## config.mk

```make
export PLATFORM = sky130hd
export DESIGN_NAME = shadd_agu
export DESIGN_NICKNAME = d
export VERILOG_FILES = /design/src/rtl/shadd_agu_pkg.sv /design/src/rtl/agu_src_prep.sv /design/src/rtl/agu_shift.sv /design/src/rtl/agu_add.sv /design/src/rtl/shadd_agu.sv
export SDC_FILE = /design/constraint.sdc
export NUM_CORES = 1
export LEC_CHECK = 0
export ABC_CLOCK_PERIOD_IN_PS = 6500
export BUFFER_PORTS_ARGS = -buffer_cell sky130_fd_sc_hd__buf_2
export CAP_MARGIN = 20
export CORE_ASPECT_RATIO = 0.9
export CORE_MARGIN = 5
export CORE_UTILIZATION = 55
export DETAILED_ROUTE_END_ITERATION = 10
export PLACE_DENSITY = 0.93
export SYNTH_ARGS = -nofsm -noshare
export SYNTH_HDL_FRONTEND = slang
export SYNTH_SLANG_ARGS = --single-unit
```

## constraint.sdc

```tcl
create_clock -name clk -period 6.5 [get_ports clk]
set_input_delay 0.325 -clock clk [delete_from_list [all_inputs] [get_ports clk]]
set_output_delay 0.325 -clock clk [all_outputs]
set_load 0.01 [all_outputs]
```

## src/rtl/shadd_agu_pkg.sv

```systemverilog
package shadd_agu_pkg;
  typedef enum logic [2:0] {
    OP_ADD_UW    = 3'd0,
    OP_SH1ADD_UW = 3'd1,
    OP_SH2ADD_UW = 3'd2,
    OP_SH3ADD_UW = 3'd3,
    OP_SLLI_UW   = 3'd4,
    OP_SH1ADD    = 3'd5,
    OP_SH2ADD    = 3'd6,
    OP_SH3ADD    = 3'd7
  } agu_op_e;

  localparam int SHAMT_W = 6;
  localparam int WORD_W  = 32;
endpackage

```

## src/rtl/agu_src_prep.sv

```systemverilog
module agu_src_prep #(
  parameter int XLEN = 64
) (
  input  logic [XLEN-1:0] rs1_i,
  input  logic            uw_i,
  output logic [XLEN-1:0] opnd_o
);
  import shadd_agu_pkg::*;

  generate
    if (XLEN > WORD_W) begin : g_wide
      logic [XLEN-1:0] zx;
      assign zx     = {{(XLEN-WORD_W){1'b0}}, rs1_i[WORD_W-1:0]};
      assign opnd_o = uw_i ? zx : rs1_i;
    end else begin : g_narrow
      // no word forms at this width; the flag path zeroes the result
      assign opnd_o = rs1_i;
    end
  endgenerate
endmodule

```

## src/rtl/agu_shift.sv

```systemverilog
module agu_shift #(
  parameter int XLEN = 64,
  parameter int AMT_W = 6
) (
  input  logic [XLEN-1:0]  opnd_i,
  input  logic [AMT_W-1:0] amt_i,
  output logic [XLEN-1:0]  shifted_o
);
  assign shifted_o = opnd_i << amt_i;
endmodule

```

## src/rtl/agu_add.sv

```systemverilog
module agu_add #(
  parameter int XLEN = 64
) (
  input  logic [XLEN-1:0] a_i,
  input  logic [XLEN-1:0] b_i,
  input  logic            b_en_i,
  output logic [XLEN-1:0] sum_o
);
  logic [XLEN-1:0] b_g;
  assign b_g   = b_en_i ? b_i : '0;
  assign sum_o = a_i + b_g;
endmodule

```

## src/rtl/shadd_agu.sv

```systemverilog
module shadd_agu #(
  parameter int XLEN = 64
) (
  input  logic            clk,
  input  logic            rst,
  input  logic [XLEN-1:0] rs1_i,
  input  logic [XLEN-1:0] rs2_i,
  input  logic [5:0]      imm_shamt_i,
  input  logic [2:0]      op_i,
  output logic [XLEN-1:0] result_o,
  output logic            illegal_o
);
  import shadd_agu_pkg::*;

  localparam bit HAS_UW = (XLEN == 64);

  agu_op_e          op;
  logic             uw_form;
  logic             is_slli;
  logic             illegal_c;
  logic [SHAMT_W-1:0] amt;
  logic [XLEN-1:0]  opnd;
  logic [XLEN-1:0]  shifted;
  logic [XLEN-1:0]  sum;
  logic [XLEN-1:0]  result_q;
  logic             illegal_q;

  assign op        = agu_op_e'(op_i);
  assign is_slli   = (op == OP_SLLI_UW);
  assign uw_form   = (op_i <= 3'(OP_SLLI_UW));
  assign illegal_c = uw_form && !HAS_UW;
  assign amt       = is_slli ? imm_shamt_i : {{(SHAMT_W-2){1'b0}}, op_i[1:0]};

  agu_src_prep #(.XLEN(XLEN)) u_prep (
    .rs1_i  (rs1_i),
    .uw_i   (uw_form),
    .opnd_o (opnd)
  );

  agu_shift #(.XLEN(XLEN), .AMT_W(SHAMT_W)) u_shift (
    .opnd_i    (opnd),
    .amt_i     (amt),
    .shifted_o (shifted)
  );

  agu_add #(.XLEN(XLEN)) u_add (
    .a_i    (shifted),
    .b_i    (rs2_i),
    .b_en_i (!is_slli),
    .sum_o  (sum)
  );

  always_ff @(posedge clk) begin
    if (rst) begin
      result_q  <= '0;
      illegal_q <= 1'b0;
    end else begin
      result_q  <= illegal_c ? '0 : sum;
      illegal_q <= illegal_c;
    end
  end

  assign result_o  = result_q;
  assign illegal_o = illegal_q;
endmodule

```

==> reports/metrics.yaml <==
dieArea_um2: 18900
synth_cell_type_count: 62
final_cell_mix: "buf_2 (201), nor2_1 (173), mux2i_1 (125)"
syn_to_final_growth_pct: 17.2
worstSetupEndpointType: "register"
drcViolationCount: 0
finalPower_w: 0.00233
cts_resized: 0
period_needed_ns: 5.85
start_util: 0.556
final_hold_viol_count: 0
synth_enable_flop_cells: 0
postCtsSetupBuffers: 0
overflow: 0
grt_pass1_vias: 9265
viasPerCell: 6.28
power_switching_w: 0.000962
hold_start: "rst"
slowest_stage: "a21o_2"
wl_per_cell_um: 18.3
share_comb_of_total_power: 0.539
p_seq_frac: 0.215
slowest_delay_ns: 0.65
clk_pin_slew_ns: 0.06
synthesis.nets: 1441
nets: 1593
cts_htree_levels: 3
cts_sinks: 64
synth_area_um2: 8910
fin_setup_tns_ns: 0
diodes: 0
antenna_found_initial: 0
status: "finished clean"
post-route-period-util: 0.900
fmax_mhz: 171
crit_top_cell: "mux2i_1"
cts_hold_buf: 0
required_ns: 6.71
boundaryPins: 204
finalWeightedCongestion: 1.01
numPortBuffers: 201
netlist_instances: 1237
chipWidth_um: 144
crit_path_max_fanout: 30
dpl_cell_area_um2: 10100
vdd_drop_max_mv: 0.212
ys.flop_type: "dfxtp_1"
min-delay-path-class: "in2reg"
syn_avg_cell_area_um2: 7.21
cts_tree: "built"
netSwitchingFraction: 0.413
cts_root_buffer: "clkbuf_16"
fin_cells: 1601
ys_warn_count: 0
drv_slew: 0
holdWs_ns: 0.314
wl_um: 29400
die_y_um: 131
grt_max_degree: 68
largest_reg_flops: 64
crit_path_start_kind: "input port"
pwr-share-clk: 0.246
dr.pass1.iters: 8
place_inst: 1584
path_class: "in2reg"
fin_area_um2: 10400
power_density_nw_per_um2: 223
cts_buffers: 9
grt_pass1_wl_um: 45700
drive_gt1_frac: 0.194
leakage_nw: 5.14
maxCapViolations: 0
ant_nets: 0
ys_seq_area_frac: 0.144
min_to: "result_o[60]$_SDFF_PP0_"
clockBufferDepth: 2
drt_iter0_drc: 1209
p_int_w: 0.00137
report.final.setup_viol: 0
synth-async-reset-ratio: 0
slew_headroom: 0.495
track_usage: 0.301
rows: 44
hold_path_depth: 2
crit_arrival_ns: 6.06
rsz0062_at_grt: "no"
crit_chain: "buf_2 -> nor2b_1 -> a21o_2 -> buf_4 -> mux2i_1 -> mux2i_1 -> mux2i_1 -> mux2i_1 -> a21oi_1 -> nor2_1 -> ha_1 -> a21oi_1 -> o21ai_0 -> nor2_1 -> a311oi_1 -> buf_4 -> o21ai_0 -> o21ai_0 -> a221oi_1 -> mux2i_1 -> o311ai_0"
synth_seq_cells: 64
worstMarginPinSlew_ns: 0.758
final_common_cell: "buf_2"
fp.coreArea_um2: 16000
vias: 10100
dp_hpwl_um: 23600
## per-layer routing
metal	up-vias	global-route usage	part of all wire
li1	4804	-	-
met1	4574	0.410	0.41
met2	597	0.486	0.45
met3	78	0.0488	0.11
met4	0	0.103	0.031
met5	-	0	0
## worst max path at each step
stage	to	start	slack, ns	cells after the start
detailed placement	result_o[63]$_SDFF_PP0_	op_i[2]	0.59	22
global route	result_o[51]$_SDFF_PP0_	op_i[2]	0.24	21
floorplan	result_o[62]$_SDFF_PP0_	op_i[0]	1.48	19
finish	result_o[51]$_SDFF_PP0_	op_i[2]	0.65	21
global placement	result_o[51]$_SDFF_PP0_	op_i[0]	0.72	20
CTS	result_o[51]$_SDFF_PP0_	op_i[2]	0.86	21
## power groups by stage
stage | Clock [W] | Combinational, W | Sequential (W)
final | 0.000572 | 0.00126 | 0.000500
after global routing | 0.000597 | 0.00136 | 0.000507
after CTS | 0.000578 | 0.00123 | 0.000501
after detailed placement | 0 | 0.00122 | 0.000509
after global placement | 0 | 0.00119 | 0.000507
after floorplan | 0 | 0.000801 | 0.000557
## worst max-delay path, delay by kind of cell
kind | cells | cell delay (ns)
adder cells (fa/ha/maj) | 1 | 0.37
AND/OR/NAND/NOR | 3 | 0.55
AO/OA/AOI/OAI | 9 | 2.91
buffers and inverters | 3 | 0.75
multiplexers | 5 | 1.11
## layout make-up
class                      instances  area [µm²]
clock inverter                     6         116
tap                              207         259
timing repair buffer             226        1220
sequential                        64        1280
fill                            1379        5580
clock buffer                      10         239
inverter                          16        60.1
multi-input combinational       1072        7270
## through the flow
step / utilization / setup WS [ns]
floorplan: - / 1.48
global placement: 0.628 / 0.716
detailed placement: 0.628 / 0.589
CTS: 0.651 / 0.864
global route: 0.652 / 0.239
finish: 0.652 / 0.649
## cell usage after synthesis (6+ instances only)
| master | count | area share |
|---|---|---|
| xnor2_1 | 30 | 0.029 |
| o32ai_1 | 6 | 0.0059 |
| nor2_1 | 173 | 0.073 |
| nor3_1 | 21 | 0.012 |
| a21o_1 | 29 | 0.024 |
| o22ai_1 | 12 | 0.0084 |
| dfxtp_1 | 64 | 0.14 |
| a21oi_1 | 121 | 0.068 |
| o211ai_1 | 11 | 0.0093 |
| o21bai_1 | 9 | 0.0076 |
| o21a_1 | 10 | 0.0084 |
| nor2b_1 | 71 | 0.050 |
| clkbuf_1 | 65 | 0.027 |
| o21ai_0 | 65 | 0.036 |
| and2_1 | 12 | 0.0084 |
| buf_1 | 7 | 0.0029 |
| and3_1 | 7 | 0.0049 |
| mux2i_1 | 125 | 0.14 |
| ha_1 | 64 | 0.090 |
| mux4_2 | 14 | 0.035 |
| inv_1 | 16 | 0.0067 |
| a211oi_1 | 12 | 0.010 |
| nand4_1 | 21 | 0.015 |
| buf_2 | 12 | 0.0067 |
| a31oi_1 | 17 | 0.012 |
| nand3_1 | 18 | 0.010 |
| xor2_1 | 26 | 0.026 |
| nand2_1 | 115 | 0.048 |
| a221oi_1 | 17 | 0.017 |
## cell families (layout without fill, tap and decap cells)
family | after synthesis | after routing | synth area share
AOI/OAI and AO/OA | 352 | 352 | 0.248
xor gates and xnor gates | 56 | 56 | 0.0550
adders and majority gates | 65 | 65 | 0.0921
buffers and inverters | 101 | 258 | 0.0446
DFF | 64 | 64 | 0.144
muxes | 145 | 145 | 0.183
other | 1 | 1 | 0.000421
and+or+nand+nor | 453 | 453 | 0.233
No activity file was read; power rests on OpenSTA's default activity.
